<file path="config.mk">
export PLATFORM = sky130hd
export DESIGN_NAME = cpu_bw_regulator
export DESIGN_NICKNAME = d
export VERILOG_FILES = /design/src/rtl/cbr_pkg.sv /design/src/rtl/cbr_burst_track.sv /design/src/rtl/cbr_charge.sv /design/src/rtl/cbr_account.sv /design/src/rtl/cbr_gate.sv /design/src/rtl/cpu_bw_regulator.sv
export SDC_FILE = /design/constraint.sdc
export NUM_CORES = 1
export LEC_CHECK = 0
export ABC_AREA = 0
export BUFFER_PORTS_ARGS = -buffer_cell sky130_fd_sc_hd__buf_4
export CAP_MARGIN = 20
export CORE_ASPECT_RATIO = 2
export CORE_MARGIN = 3
export CORE_UTILIZATION = 25
export CTS_CLUSTER_DIAMETER = 100
export DETAILED_ROUTE_END_ITERATION = 7
export GPL_TIMING_DRIVEN = 1
export PLACE_DENSITY = 0.49
export SYNTH_ARGS = -nofsm -noshare
export SYNTH_HDL_FRONTEND = slang
export SYNTH_SLANG_ARGS = --single-unit
</file>
<file path="constraint.sdc">
create_clock -name clk -period 12.6 [get_ports clk]
set_clock_uncertainty 0.1 [all_clocks]
set_input_delay 1.26 -clock clk [delete_from_list [all_inputs] [get_ports clk]]
set_output_delay 1.26 -clock clk [all_outputs]
set_load 0.05 [all_outputs]
</file>
<file path="src/rtl/cbr_pkg.sv">
package cbr_pkg;

  // Register values software sees after reset
  localparam logic [15:0] RST_HOLD_LEVEL  = 16'hFFFF;
  localparam logic [7:0]  RST_CHARGE_STEP = 8'h04;
  localparam logic [15:0] RST_FREE_LEVEL  = 16'hFFFF;
  localparam logic [7:0]  RST_DRAIN_STEP  = 8'h01;

  typedef enum logic {
    CHG_PER_BURST = 1'b0,
    CHG_PER_CYCLE = 1'b1
  } charge_mode_e;

endpackage

</file>
<file path="src/rtl/cbr_burst_track.sv">
module cbr_burst_track #(
  parameter int LEN_W = 6
) (
  input  logic             clk,
  input  logic             rst_n,
  input  logic             start,
  input  logic [LEN_W-1:0] len,
  output logic             busy
);

  logic [LEN_W-1:0] rem_q;
  logic [LEN_W-1:0] rem_d;

  // Cycles still to run after the current one
  always_comb begin
    if (start) begin
      rem_d = (len == '0) ? '0 : len - LEN_W'(1);
    end else if (rem_q != '0) begin
      rem_d = rem_q - LEN_W'(1);
    end else begin
      rem_d = '0;
    end
  end

  always_ff @(posedge clk) begin
    if (!rst_n) rem_q <= '0;
    else        rem_q <= rem_d;
  end

  assign busy = start | (rem_q != '0);

endmodule

</file>
<file path="src/rtl/cbr_charge.sv">
module cbr_charge
  import cbr_pkg::*;
#(
  parameter int ACC_W = 16,
  parameter int LIM_W = 16,
  parameter int STP_W = 8
) (
  input  logic [ACC_W-1:0] acct,
  input  logic [LIM_W-1:0] free_level,
  input  logic [STP_W-1:0] step,
  input  charge_mode_e     mode,
  input  logic             start,
  input  logic             busy,
  output logic             is_free,
  output logic [STP_W-1:0] charge
);

  function automatic logic [STP_W-1:0] pick_charge(
    input logic             free_now,
    input charge_mode_e     m,
    input logic             st,
    input logic             bz,
    input logic [STP_W-1:0] s
  );
    logic hit;
    hit = (m == CHG_PER_CYCLE) ? bz : st;
    return (free_now || !hit) ? '0 : s;
  endfunction

  assign is_free = acct > ACC_W'(free_level);
  assign charge  = pick_charge(is_free, mode, start, busy, step);

endmodule

</file>
<file path="src/rtl/cbr_account.sv">
module cbr_account #(
  parameter int ACC_W = 16,
  parameter int STP_W = 8
) (
  input  logic             clk,
  input  logic             rst_n,
  input  logic [STP_W-1:0] charge,
  input  logic [STP_W-1:0] drain,
  output logic [ACC_W-1:0] acct
);

  localparam int SW = ACC_W + 2;
  localparam logic [ACC_W-1:0] MAXV = {ACC_W{1'b1}};

  // Net update: add, take off the drain with a floor, then clamp at the top
  function automatic logic [ACC_W-1:0] step_acct(
    input logic [ACC_W-1:0] a,
    input logic [STP_W-1:0] c,
    input logic [STP_W-1:0] d
  );
    logic [SW-1:0] up;
    logic [SW-1:0] dn;
    up = SW'(a) + SW'(c);
    dn = (up < SW'(d)) ? '0 : up - SW'(d);
    return (dn > SW'(MAXV)) ? MAXV : dn[ACC_W-1:0];
  endfunction

  logic [ACC_W-1:0] acct_q;

  always_ff @(posedge clk) begin
    if (!rst_n) acct_q <= '0;
    else        acct_q <= step_acct(acct_q, charge, drain);
  end

  assign acct = acct_q;

endmodule

</file>
<file path="src/rtl/cbr_gate.sv">
module cbr_gate #(
  parameter int ACC_W = 16,
  parameter int LIM_W = 16
) (
  input  logic [ACC_W-1:0] acct,
  input  logic [LIM_W-1:0] hold_level,
  input  logic             cpu_req,
  input  logic             dma_pend,
  output logic             over,
  output logic             go
);

  assign over = acct > ACC_W'(hold_level);
  assign go   = cpu_req & ~(dma_pend & over);

endmodule

</file>
<file path="src/rtl/cpu_bw_regulator.sv">
module cpu_bw_regulator
  import cbr_pkg::*;
#(
  parameter int ACC_W = 16,
  parameter int LIM_W = 16,
  parameter int STP_W = 8,
  parameter int LEN_W = 6
) (
  input  logic             clk,
  input  logic             rst_n,
  input  logic             cpu_req,
  input  logic             dma_pend,
  input  logic             burst_start,
  input  logic [LEN_W-1:0] burst_len,
  input  logic             per_cycle_mode,
  input  logic [LIM_W-1:0] hold_level,
  input  logic [STP_W-1:0] charge_step,
  input  logic [LIM_W-1:0] free_level,
  input  logic [STP_W-1:0] drain_step,
  output logic             cpu_go
);

  // Named internal events, used by the bound checker
  logic             busy_cyc;
  logic             is_free;
  logic             over_hold;
  logic [STP_W-1:0] charge_amt;
  logic [ACC_W-1:0] acct_q;
  charge_mode_e     mode;

  assign mode = per_cycle_mode ? CHG_PER_CYCLE : CHG_PER_BURST;

  cbr_burst_track #(.LEN_W(LEN_W)) u_track (
    .clk   (clk),
    .rst_n (rst_n),
    .start (burst_start),
    .len   (burst_len),
    .busy  (busy_cyc)
  );

  cbr_charge #(.ACC_W(ACC_W), .LIM_W(LIM_W), .STP_W(STP_W)) u_charge (
    .acct       (acct_q),
    .free_level (free_level),
    .step       (charge_step),
    .mode       (mode),
    .start      (burst_start),
    .busy       (busy_cyc),
    .is_free    (is_free),
    .charge     (charge_amt)
  );

  cbr_account #(.ACC_W(ACC_W), .STP_W(STP_W)) u_acct (
    .clk    (clk),
    .rst_n  (rst_n),
    .charge (charge_amt),
    .drain  (drain_step),
    .acct   (acct_q)
  );

  cbr_gate #(.ACC_W(ACC_W), .LIM_W(LIM_W)) u_gate (
    .acct       (acct_q),
    .hold_level (hold_level),
    .cpu_req    (cpu_req),
    .dma_pend   (dma_pend),
    .over       (over_hold),
    .go         (cpu_go)
  );

endmodule

</file>
==> results of run 1 <==
==> kinds of logic (layout without fill, tap and decap cells) <==
logic type / Yosys count / in the layout / share of synthesized area (%)
fa+ha+maj: 53 / 53 / 22.5
buf+inv: 61 / 118 / 8.51
simple gates: 91 / 91 / 15.8
mux: 2 / 2 / 0.664
compound gates: 120 / 120 / 30.1
flops: 22 / 22 / 14.6
xor+xnor: 27 / 27 / 7.84
==> per-stage QoR <==
step	worst slack, ns	total power [mW]	cell area [sq um]	utilization [%]	instances
2_1_floorplan	6.58	0.574	3020	-	376
3_3_place_gp	5.70	0.691	3590	30.5	574
3_5_place_dp	5.64	0.697	3590	30.5	574
4_1_cts	5.87	0.793	3700	31.4	578
5_1_grt	5.43	0.866	3700	31.4	578
6_report	5.84	0.786	3700	31.4	578
==> worst max-delay path, cell delays in order <==
cell,delay [ns]
buf_4,0.07
inv_1,0.03
ha_1,0.29
nor2b_1,0.13
o21a_1,0.16
o21a_1,0.16
o21a_1,0.16
o21a_1,0.16
o21ai_0,0.16
o2111ai_1,0.35
a21oi_1,0.27
ha_1,0.21
inv_1,0.06
fa_1,0.39
nand2b_1,0.18
a21o_1,0.23
nand2_1,0.10
xor2_1,0.29
ha_1,0.33
o21a_1,0.21
a31o_2,0.25
a211o_2,0.34
o31ai_4,0.79
o22ai_1,0.18
==> layout make-up <==
cell class              instances  area (sq um)
multi-input cells             293          2320
flip-flops and latches         22           440
clock inverters                 1          30.0
well taps                     145           181
inverters                      54           203
repair buffers                 60           450
clock buffers                   3          75.1
fillers                      1311          8070
==> cell usage in the layout, fill, tap and decap left out, drive strengths merged, types with 2 or more instances in the layout <==
master	instances
nand2	18
o31ai	2
a211o	3
dfxtp	22
o21a	9
and2	11
ha	51
o21ai	12
nand4	10
or2	4
nand3	8
fa	2
xor2	10
nor2b	6
a31oi	3
a21boi	3
clkbuf	3
nand2b	7
or3	4
a21oi	25
o211ai	7
a21o	19
buf	60
nor3	8
inv	54
a211oi	5
xnor2	17
o22ai	21
mux2i	2
nor2	13
==> routing by layer <==
| metal | up-vias | track usage [%] | share of wire [%] |
|---|---|---|---|
| met5 | - | 0 | 0 |
| met4 | 0 | 3.29 | 2.0 |
| met3 | 17 | 1.38 | 3.6 |
| met2 | 56 | 27.8 | 60 |
| met1 | 1318 | 12.8 | 34 |
| li1 | 1471 | - | - |
==> worst paths after layout <==
| kind | to | depth (start not counted) |
|---|---|---|
| worst min register to register | u_track.rem_q[0] | 2 |
| worst max-delay path | u_acct.acct[1] | 24 |
| worst min-delay path | u_track.rem_q[0] | 2 |
| worst max register to register | u_acct.acct[1] | 22 |
==> flip-flops by register name, indices dropped and copies added, names as in the netlist <==
| name | flops |
|---|---|
| u_acct.acct | 16 |
| u_track.rem_q | 6 |
==> power by group through the flow <==
stage	combinational [mW]	clock (mW)	sequential, mW
after floorplan	0.460	0	0.114
after global placement	0.551	0	0.141
after detailed placement	0.556	0	0.140
after CTS	0.561	0.0932	0.139
after global routing	0.628	0.0970	0.141
final	0.556	0.0926	0.138
==> impl_metrics.json, run 1 <==
{
  "viasPerCell": 4.95,
  "whs_ns": 0.469,
  "wl_microns": 8670,
  "ys_seq_area_share_pct": 14.6,
  "worst-path-max-fanout": 15,
  "drtIter0Drc": 114,
  "root_buffer": "clkbuf_16",
  "cts-resized-gates": 0,
  "synth_top_area_share_pct": 21.2,
  "clk_pin_slew_ns": 0.06,
  "antenna_found_initial": 0,
  "min-delay-start": "u_track.rem_q[0]",
  "ys_top_cells_by_count": "inv_1 (54), ha_1 (51), a21oi_1 (24)",
  "cp.arrival_ns": 6.77,
  "initial_core_util_pct": 25.6,
  "place.detailed.hpwl_microns": 7380,
  "report.final.slew_viol_count": 0,
  "drc": 0,
  "clk_latency_ns": 0.26,
  "cts_tree": "built",
  "syn_nets": 489,
  "startpoint_type": "input pin",
  "seq_power_share_pct": 17.5,
  "cts_sinks": 22,
  "yosys_register_bits": 22,
  "num_rows": 56,
  "grt_pass1_vias": 3040,
  "crit_start": "free_level[1]",
  "hold_viol": 0,
  "io_pins": 61,
  "pwr-share-comb_pct": 70.7,
  "postSynth.asyncResetShare_pct": 0,
  "core-area_sq_mm": 0.0118,
  "r2r-start": "u_acct.acct[9]",
  "synth_area_leaders": "ha_1 (21%), dfxtp_1 (15%), inv_1 (6.7%)",
  "rsz0062_at_grt": "no",
  "track_usage_pct": 13.1,
  "drtAntennaViolNets": 0,
  "setup_viol_count_final": 0,
  "yosysTopAreaCell": "ha_1",
  "netlist_instances": 376,
  "syn2layout_area_growth_pct": 22.7,
  "rrSetupSlack_ns": 6.37,
  "ys_types": 57,
  "outcome": "finished, final reports clean",
  "syn_area_sq_mm": 0.00302,
  "cts_hold_buf": 0,
  "avgSynthCellArea_sq_um": 8.02,
  "htreeDepth": 1,
  "p_leak_nw": 1.85,
  "fmax_mhz": 148,
  "synth_ff_type": "dfxtp_1",
  "cts_setup_buffers": 0,
  "p_per_area_mw_per_mm2": 213,
  "max-vdd-ir-drop_mv": 0.103,
  "place_congestion": 0.854,
  "worstSetupEndpointType": "flip-flop",
  "dieArea_sq_mm": 0.0135,
  "port_buffers": 60,
  "firstDrtPassIters": 4,
  "required_ns": 12.60,
  "min_period_ns": 6.76,
  "clockPowerShare_pct": 11.8,
  "hp-class": "reg2reg",
  "worst_slew_pin_slew_ns": 0.900,
  "worstSetupPathType": "in2reg",
  "clk_path_buf_depth": 2,
  "switching_share_pct": 47.7,
  "finalCritPeriodShare_pct": 53.7,
  "cap_viol_max_count": 0,
  "wl_per_cell_microns": 15.0,
  "vias": 2862,
  "switchingPower_mw": 0.375,
  "relSlewSlack_pct": 40.0,
  "cts_made_buffers": 3,
  "grt_pass1_wl_microns": 14500,
  "die_x_microns": 83.7,
  "yosys_warnings": 0,
  "antenna_cells": 0,
  "synth_edf_count": 0,
  "final.setup.tns_ns": 0,
  "drive_gt1_share_pct": 20.6,
  "p_int_mw": 0.412,
  "nets": 547,
  "die_h_microns": 161,
  "overflow": 0,
  "synth_most_common_cell": "inv_1",
  "grt_max_degree": 16
}
Note: power is estimated with default switching activity, not from simulation.
==> inputs of run 2 (changes only) <==
PLACE_DENSITY = 0.5   (was 0.49)
clock period = 5.5 ns   (was 12.6 ns; I/O delays follow)
==> impl_metrics.json, run 2 (synthesis results as in run 1) <==
{
  "outcome": "finished, final reports clean",
  "viasPerCell": 5.00,
  "worst_slack_ns": 0.280,
  "clk_pin_slew_ns": 0.06,
  "largest_reg_flops": 16,
  "cts_hold_buf": 0,
  "worstSetupPathType": "in2reg",
  "p_per_area_mw_per_mm2": 516,
  "antenna_found_initial": 0,
  "dpl_cell_area_sq_mm": 0.00388,
  "die_x_microns": 83.7,
  "cp.arrival_ns": 5.26,
  "place_congestion": 0.839,
  "initial_core_util_pct": 25.6,
  "final_core_utilization_pct": 34.6,
  "critical-path-top-delay-family": "compound AO/OA/AOI/OAI gates",
  "clk_latency_ns": 0.25,
  "finalPower_mw": 2.10,
  "wl_met1_microns": 3020,
  "report.final.slew_viol_count": 0,
  "multiInputGateArea_sq_mm": 0.00239,
  "place_inst": 609,
  "num-fill-cells": 1285,
  "cap_viol_max_count": 0,
  "highest_layer": "met4",
  "cpPeakStageDelay_ns": 0.37,
  "grt_max_degree": 16,
  "worstSetupEndpointType": "flip-flop",
  "wl_microns": 9470,
  "cts_tree": "built",
  "overflow": 0,
  "wl_per_cell_microns": 15.4,
  "setup_viol_count_final": 0,
  "crit_top_cell": "o21a_1",
  "instances_no_fill": 616,
  "min_period_ns": 5.22,
  "io_pins": 61,
  "worst-path-max-fanout": 8,
  "relSlewSlack_pct": 54.3,
  "drtAntennaViolNets": 0,
  "worst_slew_pin_slew_ns": 0.668,
  "cts_sinks": 22,
  "drive_gt1_share_pct": 28.9,
  "port_buffers": 60,
  "syn2layout_area_growth_pct": 35.2,
  "p_leak_nw": 2.04,
  "track_usage_pct": 13.9,
  "design_area_sq_mm": 0.00408,
  "max-vdd-ir-drop_mv": 0.211,
  "finalCritPeriodShare_pct": 94.9,
  "num_rows": 56,
  "grt_pass1_wl_microns": 15100,
  "core-area_sq_mm": 0.0118,
  "layout_common_cells": "buf_4 (94), inv_1 (54), ha_1 (50), a21oi_1 (23), dfxtp_1 (22)",
  "htreeDepth": 1,
  "die_h_microns": 161,
  "required_ns": 5.54,
  "place.detailed.hpwl_microns": 8240,
  "clk_path_buf_depth": 2,
  "hp-class": "reg2reg",
  "startpoint_type": "input pin",
  "met3WireLength_microns": 283,
  "root_buffer": "clkbuf_16",
  "seq_area_sq_um": 440,
  "cts_made_buffers": 3,
  "hold_viol": 0,
  "fmax_mhz": 192,
  "vias": 3081,
  "drtIter0Drc": 150,
  "drc": 0,
  "mostFrequentLayoutCell": "buf_4",
  "grt_pass1_vias": 3322,
  "path_buf_inv": 5,
  "firstDrtPassIters": 4,
  "wl_met2_microns": 5440,
  "dp_slack_ns": -0.270,
  "nets": 585,
  "antenna_cells": 0,
  "dieArea_sq_mm": 0.0135,
  "cp_slowest_cell": "fa_1"
}
## run 2: cell types whose count changed in the layout (fill, tap and decap cells not counted), moves of 2 or more
cell,before,now
o21ai_0,11,9
o21ai_1,0,2
buf_12,0,2
buf_4,60,94
## run 2: final cells by class
class | count | area share, %
clock buffers | 4 | 2.18
inverters | 54 | 4.97
multi-input cells | 294 | 58.7
flip-flops and latches | 22 | 10.8
well taps | 145 | 4.45
repair buffers | 97 | 18.9
## run 2: worst min-delay path: stages, from the launching register on
cell and delay (ns):
dfxtp_1 0.32, o22ai_1 0.10, and2_1 0.13
## run 2: timing repair
action | in CTS | in global routing
cloned | 0 | 2
buffers inserted | 0 | 1
resized for setup | 3 | 12
setup endpoints to repair | 4 | 16
pin swaps | 0 | 4
## run 2: metal layers
metal | vias up | global-route usage (%)
met4 | 0 | 9.15
met2 | 97 | 29.1
met3 | 44 | 1.48
li1 | 1544 | -
met5 | - | 0
met1 | 1396 | 11.6
## run 2: worst paths after layout
path | startpoint | end | slack [ns] | depth (start not counted)
max | free_level[1] | u_acct.acct[0] | 0.28 | 26
min | u_track.rem_q[0] | u_track.rem_q[0] | 0.48 | 2
max reg2reg | u_acct.acct[1] | u_acct.acct[0] | 0.30 | 24
min reg2reg | u_track.rem_q[0] | u_track.rem_q[0] | 0.48 | 2
## run 2: power by group
part / leakage, nW / switching (mW) / internal (mW)
Clock: 0.0442 / 0.0613 / 0.111
Sequential: 0.183 / 0.0627 / 0.217
Combinational: 1.82 / 0.841 / 0.810
## run 2: metrics by stage
| step | TNS [ns] | hold WS [ns] |
|---|---|---|
| 2_1_floorplan | 0 | 0.430 |
| 3_3_place_gp | -1.71 | 0.477 |
| 5_1_grt | -0.00103 | 0.509 |
| 3_5_place_dp | -3.17 | 0.473 |
| 6_report | 0 | 0.481 |
| 4_1_cts | 0 | 0.490 |
==> inputs of run 3 (changes only) <==
CORE_UTILIZATION = 51   (was 25)
PLACE_DENSITY = 0.86   (was 0.5)
==> impl_metrics.json, run 3 (synthesis results as in run 1) <==
{
  "clk_pin_slew_ns": 0.06,
  "mostFrequentLayoutCell": "buf_4",
  "min_period_ns": 5.34,
  "worst-path-max-fanout": 8,
  "htreeDepth": 1,
  "report.final.slew_viol_count": 0,
  "clk_latency_ns": 0.25,
  "firstDrtPassIters": 4,
  "die_x_microns": 60.4,
  "grt_max_degree": 16,
  "drc": 0,
  "dpl_cell_area_sq_mm": 0.00363,
  "design_area_sq_mm": 0.00396,
  "relSlewSlack_pct": 52.9,
  "fmax_mhz": 187,
  "outcome": "finished, final reports clean",
  "place_congestion": 0.907,
  "drtAntennaViolNets": 0,
  "root_buffer": "clkbuf_16",
  "grt_pass1_wl_microns": 13300,
  "syn2layout_area_growth_pct": 31.2,
  "antenna_found_initial": 0,
  "hold_viol": 0,
  "p_per_area_mw_per_mm2": 528,
  "worst_slew_pin_slew_ns": 0.689,
  "p_int_mw": 1.10,
  "drtIter0Drc": 100,
  "port_buffers": 60,
  "max-vdd-ir-drop_mv": 0.465,
  "cp.arrival_ns": 5.43,
  "place.detailed.hpwl_microns": 7040,
  "hp-class": "in2reg",
  "worstSetupEndpointType": "flip-flop",
  "pwr-share-comb_pct": 79.1,
  "switchingPower_mw": 0.991,
  "clk_path_buf_depth": 2,
  "crit_start": "free_level[1]",
  "cts_tree": "built",
  "layout_common_cells": "buf_4 (78), inv_1 (51), ha_1 (46), a21oi_1 (21), dfxtp_1 (21)",
  "largest_reg_flops": 16,
  "required_ns": 5.60,
  "wl_microns": 8960,
  "viasPerCell": 6.10,
  "clockPowerShare_pct": 7.2,
  "setup_viol_count_final": 0,
  "antenna_cells": 0,
  "cap_viol_max_count": 0,
  "worstSetupPathType": "in2reg",
  "whs_ns": 0.504,
  "worst_slack_ns": 0.165,
  "dieArea_sq_mm": 0.00693,
  "track_usage_pct": 25.0,
  "wl_per_cell_microns": 17.4,
  "switching_share_pct": 47.4,
  "cts_made_buffers": 3,
  "overflow": 0,
  "p_leak_nw": 1.99,
  "die_h_microns": 115,
  "min-delay-start": "rst_n",
  "nets": 570,
  "num_rows": 39,
  "dp_slack_ns": -0.180,
  "place_inst": 506,
  "io_pins": 61,
  "drive_gt1_share_pct": 30.3,
  "grt_pass1_vias": 3094,
  "cts_hold_buf": 0,
  "seq_power_share_pct": 13.7,
  "instances_no_fill": 516,
  "core-area_sq_mm": 0.00571,
  "finalCritPeriodShare_pct": 97.0,
  "r2r-start": "u_acct.acct[9]",
  "initial_core_util_pct": 52.8,
  "cts_sinks": 22,
  "vias": 3148,
  "startpoint_type": "input pin"
}
[run 3: cell count changes in the layout (fill, tap and decap cells not counted), sizes merged]
cell,change
buf,-15
clkbuf,-1
[run 3: cell type report]
| type | count | area [sq um] |
|---|---|---|
| tap | 61 | 76.3 |
| sequential | 22 | 442 |
| timing repair buffer | 82 | 662 |
| multi-input combinational | 294 | 2500 |
| inverter | 54 | 203 |
| clock buffer | 3 | 75.1 |
| fill | 447 | 1750 |
[run 3: through the flow]
step           TNS, ns  util [%]  power, mW
6_report             0      69.3       2.09
5_1_grt         -0.125      69.3       2.24
4_1_cts              0      65.1       1.84
3_5_place_dp     -2.22      63.6       1.67
3_3_place_gp         0      63.6       1.61
2_1_floorplan        0         -       1.32
[run 3: worst paths after layout]
path,endpoint,slack [ns],cells past startpoint
hold reg to reg,u_track.rem_q[0],0.51,2
setup reg to reg,u_acct.acct[15],0.19,23
setup / recovery,u_acct.acct[15],0.16,25
hold / removal,u_track.rem_q[5],0.50,2
[run 3: per-layer routing]
| layer | routed length [microns] | vias to the layer above | global-route usage (%) |
|---|---|---|---|
| met3 | 377 | 42 | 2.13 |
| met2 | 5240 | 116 | 49.3 |
| met1 | 2740 | 1475 | 21.5 |
| met4 | 601 | 0 | 17.5 |
| li1 | - | 1515 | - |
| met5 | 0 | - | 0 |
[run 3: worst max-delay path, cell delays in order]
cell and delay, ns:
buf_4 0.11, inv_2 0.05, ha_4 0.19, nor2b_1 0.12, o21a_1 0.16, o21a_1 0.17
o21a_1 0.16, o21a_1 0.19, o21ai_2 0.14, o2111ai_2 0.14, buf_6 0.16, a21oi_2 0.13
ha_2 0.19, inv_1 0.05, fa_2 0.54, inv_2 0.05, ha_1 0.26, nor2b_2 0.16
o31a_1 0.35, o31ai_4 0.32, a21boi_2 0.10, or3_4 0.43, a221oi_4 0.24, mux2i_1 0.27
o311a_1 0.19
[run 3: repair_timing]
action,CTS,global route
gates cloned,0,2
pin swaps,0,20
setup buffers,0,5
setup endpoints to repair,1,16
resized for setup,1,38
hold endpoints to repair,0,0
[run 3: power by group through the flow]
| stage | Combinational (mW) | Clock, mW | Sequential, mW |
|---|---|---|---|
| after floorplan | 1.05 | 0 | 0.262 |
| after global placement | 1.33 | 0 | 0.282 |
| after detailed placement | 1.39 | 0 | 0.284 |
| after CTS | 1.41 | 0.149 | 0.281 |
| after global routing | 1.80 | 0.157 | 0.288 |
| final | 1.65 | 0.151 | 0.286 |
